File: src/rtl/pwm_onoff_pkg.sv
package pwm_onoff_pkg;

  localparam int PRE_W = 4;

  localparam logic [1:0] ADDR_ON  = 2'd0;
  localparam logic [1:0] ADDR_OFF = 2'd1;
  localparam logic [1:0] ADDR_CTL = 2'd2;

  // control word bit positions
  localparam int CTL_EN  = 0;
  localparam int CTL_POL = 1;
  localparam int CTL_SEL = 2;
  localparam int CTL_PRE_LO = 4;

  typedef struct packed {
    logic [PRE_W-1:0] pre;
    logic             slow_sel;
    logic             inv;
    logic             run;
  } ctl_t;

  typedef enum logic [1:0] {
    PH_IDLE = 2'd0,
    PH_HIGH = 2'd1,
    PH_LOW  = 2'd2
  } phase_e;

  typedef enum logic [1:0] {
    LVL_TOGGLE = 2'd0,
    LVL_INACT  = 2'd1,
    LVL_ACT    = 2'd2
  } level_e;

endpackage

File: src/rtl/pwm_regs.sv
module pwm_regs
  import pwm_onoff_pkg::*;
#(
  parameter int CNT_W = 16
) (
  input  logic             clk,
  input  logic             rst_n,
  input  logic             wr_en,
  input  logic [1:0]       addr,
  input  logic [CNT_W-1:0] wdata,
  output logic [CNT_W-1:0] rdata,
  output logic [CNT_W-1:0] on_cnt,
  output logic [CNT_W-1:0] off_cnt,
  output ctl_t             ctl
);

  logic [CNT_W-1:0] on_d, off_d;
  ctl_t             ctl_d;

  always_comb begin
    on_d  = on_cnt;
    off_d = off_cnt;
    ctl_d = ctl;
    if (wr_en) begin
      unique case (addr)
        ADDR_ON:  on_d  = wdata;
        ADDR_OFF: off_d = wdata;
        ADDR_CTL: begin
          ctl_d.run      = wdata[CTL_EN];
          ctl_d.inv      = wdata[CTL_POL];
          ctl_d.slow_sel = wdata[CTL_SEL];
          ctl_d.pre      = wdata[CTL_PRE_LO +: PRE_W];
        end
        default: ;
      endcase
    end
  end

  always_ff @(posedge clk or negedge rst_n) begin
    if (!rst_n) begin
      on_cnt  <= '0;
      off_cnt <= '0;
      ctl     <= '0;
    end else if (wr_en) begin
      on_cnt  <= on_d;
      off_cnt <= off_d;
      ctl     <= ctl_d;
    end
  end

  always_comb begin
    rdata = '0;
    unique case (addr)
      ADDR_ON:  rdata = on_cnt;
      ADDR_OFF: rdata = off_cnt;
      ADDR_CTL: begin
        rdata[CTL_EN]             = ctl.run;
        rdata[CTL_POL]            = ctl.inv;
        rdata[CTL_SEL]            = ctl.slow_sel;
        rdata[CTL_PRE_LO +: PRE_W] = ctl.pre;
      end
      default: rdata = '0;
    endcase
  end

  AST_ON_READBACK: assert property (@(posedge clk) disable iff (!rst_n)
    (wr_en && addr == ADDR_ON) |=> on_cnt == $past(wdata));
  AST_OFF_READBACK: assert property (@(posedge clk) disable iff (!rst_n)
    (wr_en && addr == ADDR_OFF) |=> off_cnt == $past(wdata));

endmodule

File: src/rtl/pwm_tick_gen.sv
module pwm_tick_gen
  import pwm_onoff_pkg::*;
#(
  parameter int SLOW_DIV = 480
) (
  input  logic             clk,
  input  logic             rst_n,
  input  logic             run,
  input  logic             slow_sel,
  input  logic [PRE_W-1:0] pre,
  output logic             tick
);

  localparam int SW = (SLOW_DIV > 1) ? $clog2(SLOW_DIV) : 1;

  logic          slow_stb;
  logic          base_en;
  logic [PRE_W-1:0] pre_q, pre_d;

  generate
    if (SLOW_DIV > 1) begin : g_slow
      logic [SW-1:0] slow_q, slow_d;
      assign slow_stb = (slow_q == SW'(SLOW_DIV - 1));

      always_comb begin
        if (!run)          slow_d = '0;
        else if (slow_stb) slow_d = '0;
        else               slow_d = slow_q + 1'b1;
      end

      always_ff @(posedge clk or negedge rst_n) begin
        if (!rst_n) slow_q <= '0;
        else        slow_q <= slow_d;
      end
    end else begin : g_noslow
      assign slow_stb = 1'b1;
    end
  endgenerate

  assign base_en = slow_sel ? slow_stb : 1'b1;

  always_comb begin
    pre_d = pre_q;
    if (!run)                pre_d = '0;
    else if (base_en) begin
      if (pre_q == pre)      pre_d = '0;
      else                   pre_d = pre_q + 1'b1;
    end
  end

  always_ff @(posedge clk or negedge rst_n) begin
    if (!rst_n) pre_q <= '0;
    else        pre_q <= pre_d;
  end

  assign tick = run & base_en & (pre_q == pre);

  AST_TICK_SPACING: assert property (@(posedge clk) disable iff (!rst_n)
    (run && tick && (pre != '0 || (slow_sel && SLOW_DIV > 1)))
      |=> (!tick || !$stable(pre) || !$stable(slow_sel)));

endmodule

File: src/rtl/pwm_phase_ctr.sv
module pwm_phase_ctr
  import pwm_onoff_pkg::*;
#(
  parameter int CNT_W = 16
) (
  input  logic             clk,
  input  logic             rst_n,
  input  logic             run,
  input  logic             tick,
  input  logic [CNT_W-1:0] on_cnt,
  input  logic [CNT_W-1:0] off_cnt,
  output logic             active
);

  phase_e           phase_q, phase_d;
  level_e           lvl_q, lvl_d;
  logic [CNT_W-1:0] cnt_q, cnt_d;
  level_e           lvl_new;

  always_comb begin
    if (on_cnt == CNT_W'(0) && off_cnt == CNT_W'(1))      lvl_new = LVL_INACT;
    else if (on_cnt == CNT_W'(1) && off_cnt == CNT_W'(0)) lvl_new = LVL_ACT;
    else                                                  lvl_new = LVL_TOGGLE;
  end

  always_comb begin
    phase_d = phase_q;
    cnt_d   = cnt_q;
    lvl_d   = lvl_q;
    if (!run) begin
      phase_d = PH_IDLE;
      cnt_d   = '0;
      lvl_d   = LVL_TOGGLE;
    end else if (tick) begin
      unique case (phase_q)
        PH_IDLE: begin
          phase_d = PH_HIGH;
          cnt_d   = on_cnt;
          lvl_d   = lvl_new;
        end
        PH_HIGH: begin
          if (cnt_q == '0) begin
            phase_d = PH_LOW;
            cnt_d   = off_cnt;
            lvl_d   = lvl_new;
          end else begin
            cnt_d = cnt_q - 1'b1;
          end
        end
        PH_LOW: begin
          if (cnt_q == '0) begin
            phase_d = PH_HIGH;
            cnt_d   = on_cnt;
            lvl_d   = lvl_new;
          end else begin
            cnt_d = cnt_q - 1'b1;
          end
        end
        default: begin
          phase_d = PH_IDLE;
          cnt_d   = '0;
        end
      endcase
    end
  end

  always_ff @(posedge clk or negedge rst_n) begin
    if (!rst_n) begin
      phase_q <= PH_IDLE;
      cnt_q   <= '0;
      lvl_q   <= LVL_TOGGLE;
    end else begin
      phase_q <= phase_d;
      cnt_q   <= cnt_d;
      lvl_q   <= lvl_d;
    end
  end

  always_comb begin
    active = 1'b0;
    if (run && phase_q != PH_IDLE) begin
      unique case (lvl_q)
        LVL_ACT:   active = 1'b1;
        LVL_INACT: active = 1'b0;
        default:   active = (phase_q == PH_HIGH);
      endcase
    end
  end

  AST_START_HIGH: assert property (@(posedge clk) disable iff (!rst_n)
    (run && tick && phase_q == PH_IDLE)
      |=> (phase_q == PH_HIGH && cnt_q == $past(on_cnt)));
  AST_HOLD_NO_TICK: assert property (@(posedge clk) disable iff (!rst_n)
    (run && !tick && phase_q != PH_IDLE) |=> ($stable(phase_q) && $stable(cnt_q)));
  AST_IDLE_OFF: assert property (@(posedge clk) disable iff (!rst_n)
    !run |=> phase_q == PH_IDLE);
  AST_MID_PHASE: assert property (@(posedge clk) disable iff (!rst_n)
    (run && tick && cnt_q != '0 && phase_q != PH_IDLE)
      |=> (phase_q == $past(phase_q) && cnt_q == $past(cnt_q) - 1'b1));

endmodule

File: src/rtl/pwm_onoff_gen.sv
module pwm_onoff_gen
  import pwm_onoff_pkg::*;
#(
  parameter int CNT_W    = 16,
  parameter int SLOW_DIV = 480
) (
  input  logic             clk,
  input  logic             rst_n,
  input  logic             wr_en,
  input  logic [1:0]       addr,
  input  logic [CNT_W-1:0] wdata,
  output logic [CNT_W-1:0] rdata,
  output logic             pwm_o
);

  logic [1:0]       rst_pipe;
  logic             rst_n_s;
  logic [CNT_W-1:0] on_cnt, off_cnt;
  ctl_t             ctl;
  logic             tick;
  logic             active;

  always_ff @(posedge clk or negedge rst_n) begin
    if (!rst_n) rst_pipe <= 2'b00;
    else        rst_pipe <= {rst_pipe[0], 1'b1};
  end
  assign rst_n_s = rst_pipe[1];

  pwm_regs #(.CNT_W(CNT_W)) u_regs (
    .clk     (clk),
    .rst_n   (rst_n_s),
    .wr_en   (wr_en),
    .addr    (addr),
    .wdata   (wdata),
    .rdata   (rdata),
    .on_cnt  (on_cnt),
    .off_cnt (off_cnt),
    .ctl     (ctl)
  );

  pwm_tick_gen #(.SLOW_DIV(SLOW_DIV)) u_tick (
    .clk      (clk),
    .rst_n    (rst_n_s),
    .run      (ctl.run),
    .slow_sel (ctl.slow_sel),
    .pre      (ctl.pre),
    .tick     (tick)
  );

  pwm_phase_ctr #(.CNT_W(CNT_W)) u_phase (
    .clk     (clk),
    .rst_n   (rst_n_s),
    .run     (ctl.run),
    .tick    (tick),
    .on_cnt  (on_cnt),
    .off_cnt (off_cnt),
    .active  (active)
  );

  assign pwm_o = active ^ ctl.inv;

  AST_IDLE_LEVEL: assert property (@(posedge clk) disable iff (!rst_n_s)
    !ctl.run |-> pwm_o == ctl.inv);
  AST_STEADY_LOW: assert property (@(posedge clk) disable iff (!rst_n_s)
    (ctl.run && on_cnt == '0 && off_cnt == CNT_W'(1) && $stable(on_cnt)
     && $stable(off_cnt) && $past(pwm_o) == ctl.inv && $stable(ctl.inv))
      |-> pwm_o == ctl.inv);

endmodule

File: config.mk
export PLATFORM = sky130hd
export DESIGN_NAME = pwm_onoff_gen
export DESIGN_NICKNAME = d
export VERILOG_FILES = /design/src/rtl/pwm_onoff_pkg.sv /design/src/rtl/pwm_regs.sv /design/src/rtl/pwm_tick_gen.sv /design/src/rtl/pwm_phase_ctr.sv /design/src/rtl/pwm_onoff_gen.sv
export SDC_FILE = /design/constraint.sdc
export NUM_CORES = 1
export LEC_CHECK = 0
export BUFFER_PORTS_ARGS = -buffer_cell sky130_fd_sc_hd__buf_2
export CAP_MARGIN = 10
export CORE_MARGIN = 3
export CORE_UTILIZATION = 55
export CTS_BUF_LIST = sky130_fd_sc_hd__clkbuf_16
export CTS_CLUSTER_SIZE = 16
export DETAILED_ROUTE_END_ITERATION = 8
export GPL_TIMING_DRIVEN = 0
export PLACE_DENSITY = 0.77
export SETUP_SLACK_MARGIN = 0.1
export SLEW_MARGIN = 20
export SYNTH_ARGS = -nofsm -noshare
export SYNTH_HDL_FRONTEND = slang
export SYNTH_SLANG_ARGS = --single-unit
File: constraint.sdc
create_clock -name clk -period 6.95 [get_ports clk]
set_input_delay 0.3475 -clock clk [delete_from_list [all_inputs] [get_ports clk]]
set_output_delay 0.3475 -clock clk [all_outputs]
set_load 0.02 [all_outputs]
==> results.cfg <==
[timing]
grt_setup_unrepaired = no
achievable-frequency_mhz = 392
worstMarginPinSlew_ns = 0.621
finalHoldWorstSlack_ns = 0.192
slew_headroom_pct = 58.4
finalCritPeriodShare_pct = 36.7
final.setup.worst_slack_ns = 4.40
hold_viol = 0
setup_viol = 0
finalMaxSlewViolations = 0
setup-tns-final_ns = 0
layout_min_cycle_time_ns = 2.55
skew_ns = 0.00802

[die]
chipWidth_um = 92.1
placeable_core_region_mm2 = 0.00698
start_util_pct = 58.4
boundary_pin_count = 38
area_of_the_die_mm2 = 0.00848
die-height_um = 92.1
floorplan.rows = 30

[clock_network]
cts_tree = done
postCtsResizedCells = 0
clock_tree.htree_level_count = 3
cts.hold.buffers_added = 1
source_to_sink_clock_delay_at_the_later_pin_of_the_worst_skew_pair_ns = 0.33
clk_pin_slew_ns = 0.06
cts_post_setup_buffers_inserted = 0
num_clock_sinks = 74
cts.root.buffer_cell = sky130_fd_sc_hd__clkbuf_16
cts-root-to-sink-buffers = 2
cts_buffers = 9

[cells_and_area]
share_of_cells_above_drive_strength_1_pct = 25.2
antennaDiodeCount = 0
final_net_count = 470
layout.core_utilization_pct = 67.3
layout-area-overhead-vs-synth_pct = 15.3

[synthesis]
main_combinational_cell_family_by_area_after_synthesis = simple AND/OR/NAND/NOR gates
synth_compound_gate_area_share_pct = 12.8
asyncSetResetFlopFracSynth_pct = 100
avgSynthCellArea_um2 = 10.4
number_of_flip_flops_and_latches_in_the_synthesized_netlist = 74
synth_fp_nets = 422
synth_seq_area_share_pct = 45.4
synth-edff-count = 0
post_synth_instance_area_mm2 = 0.00408
synth_ff_type = sky130_fd_sc_hd__dfrtp_1
xor_xnor_share_of_the_synthesized_area_pct = 2.79
netlist-cell-type-count = 51
synth.mux.area_fraction_pct = 16.0
synth_simple_gate_area_share_pct = 16.9
yosysWarningCount = 0
yosys.area_share.adder_pct = 2.76
syn_inst = 392

[setup_path]
worst-r2r-setup-slack_ns = 4.40
top_cell_family_by_delay_on_the_critical_path = compound AO/OA/AOI/OAI gates
cpPeakStageDelay_ns = 0.50
crit_path_max_fanout = 10
critical_path.endpoint_type = register
timing.critical_path.arrival_ns = 2.75
timing.critical_path.cells = inv_1, ha_1, nor4b_2, nand3_1, o21ai_2, nor4b_1, a221oi_1, o2bb2ai_1
critical-path-slowest-cell = sky130_fd_sc_hd__o21ai_2
buffers_inverters_on_critical_path = 1
criticalPathCategory = register to register
start_kind = register
cp_data_required_time_ns = 7.15

[placement]
routabilityCongestion = 0.869
detailedPlacementHpwl_mm = 7.25
dp_slack_ns = 4.54
io_buffer_count = 35

[detailed_routing]
drc_errors = 0
wirelength_mm = 10.1
drt-wirelength-per-cell_um = 18.8
route.detailed.vias_per_inst = 6.25
num_vias = 3379
drt.antenna.violating_nets = 0
drt_pass1_iterations = 5
starting_drt_drc_count = 318

[global_route]
grt_overflow = 0
antenna_found_initial = 0
grt_max_degree = 58
grt_pass1_vias = 3425
global_route.usage.total_pct = 25.7
first_pass_grt_wire_length_mm = 17.1

[pwr]
p_leak_nw = 2.13
irDropWorstVdd_mv = 0.224
power.density_mw_per_mm2 = 355

[min_path]
min-delay-path-class = register to async pin

[job]
max-cap-violations = 0

[status]
run_status = completed
[synth_stat cells, drive strengths merged (3+ instances only)]
cell type  number  area, um^2
o22ai           3        18.8
nand4           5        31.3
clkbuf          6        22.5
nor4           12        90.1
a221oi         14         123
xor2            9        78.8
nor2           45         169
inv            15        56.3
or3             3        23.8
mux2           40         450
and2            4        25.0
mux2i          20         200
nand3          11        55.1
dfrtp          74        1850
nand2          23        91.3
nor3           15        91.3
o21ai          29         156
nor3b           3        27.5
nor4b           3        32.5
or2             3        18.8
xnor2           4        35.0
buf             9        53.8
a22oi           3        22.5
ha              9         113
o2bb2ai        14         123
[cell families (layout without fill, tap and decap cells)]
group,count (synthesis),count (layout)
fa+ha+maj,9,9
other cells,1,1
flops,74,74
simple gates,132,132
compound gates,73,73
mux,60,60
xor+xnor,13,13
buf+inv,30,83
[metal layers]
metal | vias to the layer above | track usage (%) | share of wire (%)
met2 | 148 | 40.0 | 47
met5 | - | 0 | 0
li1 | 1543 | - | -
met4 | 0 | 9.90 | 2.2
met1 | 1662 | 35.5 | 44
met3 | 26 | 5.33 | 6.3
[where the power goes]
| group | total (mW) | leakage (nW) | internal (mW) | switching (mW) |
|---|---|---|---|---|
| Clock | 0.445 | 0.142 | 0.274 | 0.172 |
| Sequential | 0.591 | 0.939 | 0.498 | 0.0929 |
| Combinational | 0.635 | 1.04 | 0.253 | 0.381 |
[registers in the layout, indices dropped and copies added, names as in the netlist]
register / count
rst_pipe: 2
u_phase.cnt_q: 16
u_regs.off_cnt: 16
u_regs.ctl: 7
u_tick.pre_q: 4
u_regs.on_cnt: 16
u_phase.lvl_q: 2
u_tick.g_slow.slow_q: 9
u_phase.phase_q: 2
[worst register-to-register path, cell delays in order (launching register included)]
cell	delay, ns
sky130_fd_sc_hd__dfrtp_1	0.40
sky130_fd_sc_hd__inv_1	0.12
sky130_fd_sc_hd__ha_1	0.17
sky130_fd_sc_hd__nor4b_2	0.24
sky130_fd_sc_hd__nand3_1	0.28
sky130_fd_sc_hd__o21ai_2	0.50
sky130_fd_sc_hd__nor4b_1	0.16
sky130_fd_sc_hd__a221oi_1	0.42
sky130_fd_sc_hd__o2bb2ai_1	0.13
[stage by stage]
step	total power, mW	instances	cell area (um^2)
5_1_grt	1.77	541	4700
6_report	1.67	541	4700
3_5_place_dp	1.20	524	4400
3_3_place_gp	1.19	523	4370
4_1_cts	1.66	541	4700
2_1_floorplan	1.03	392	4080
[worst paths after layout]
path | depth (start not counted) | start | end
worst min register to register | 0 | rst_pipe[1] | u_regs.ctl[3]
worst max register to register | 8 | u_phase.cnt_q[0] | u_phase.cnt_q[3]
worst max-delay path | 8 | u_phase.cnt_q[0] | u_phase.cnt_q[3]
min in group clk | 2 | wdata[13] | u_regs.off_cnt[13]
worst min-delay path | 0 | rst_pipe[1] | u_regs.ctl[3]
max in group asynchronous | 1 | rst_pipe[1] | u_phase.cnt_q[8]
[final cells by class]
type / instances / area, um^2
clock buffer: 9 / 225
multi-input combinational: 288 / 2090
inverter: 15 / 56.3
tap: 96 / 120
buffer: 15 / 76.3
sequential: 74 / 1860
fill: 549 / 2280
clock inverter: 7 / 62.6
timing repair buffer: 37 / 213
[cells in the final DEF (no fill, tap or decap), drive strengths merged, types with 3 or more instances in the layout]
cell type and count:
mux2i 20, buf 45, inv 16, xnor2 4, mux2 40, xor2 9, or2 3, nand4 5
or3 3, o2bb2ai 14, and2 4, nor3b 3, nand3 11, clkbuf 15, dfrtp 74, nor3 15
a221oi 14, nand2 23, clkinv 4, nor4 12, o21ai 29, ha 9, a22oi 3, nor2 45
o22ai 3, nor4b 3
No activity file was read; power rests on OpenSTA's default activity.
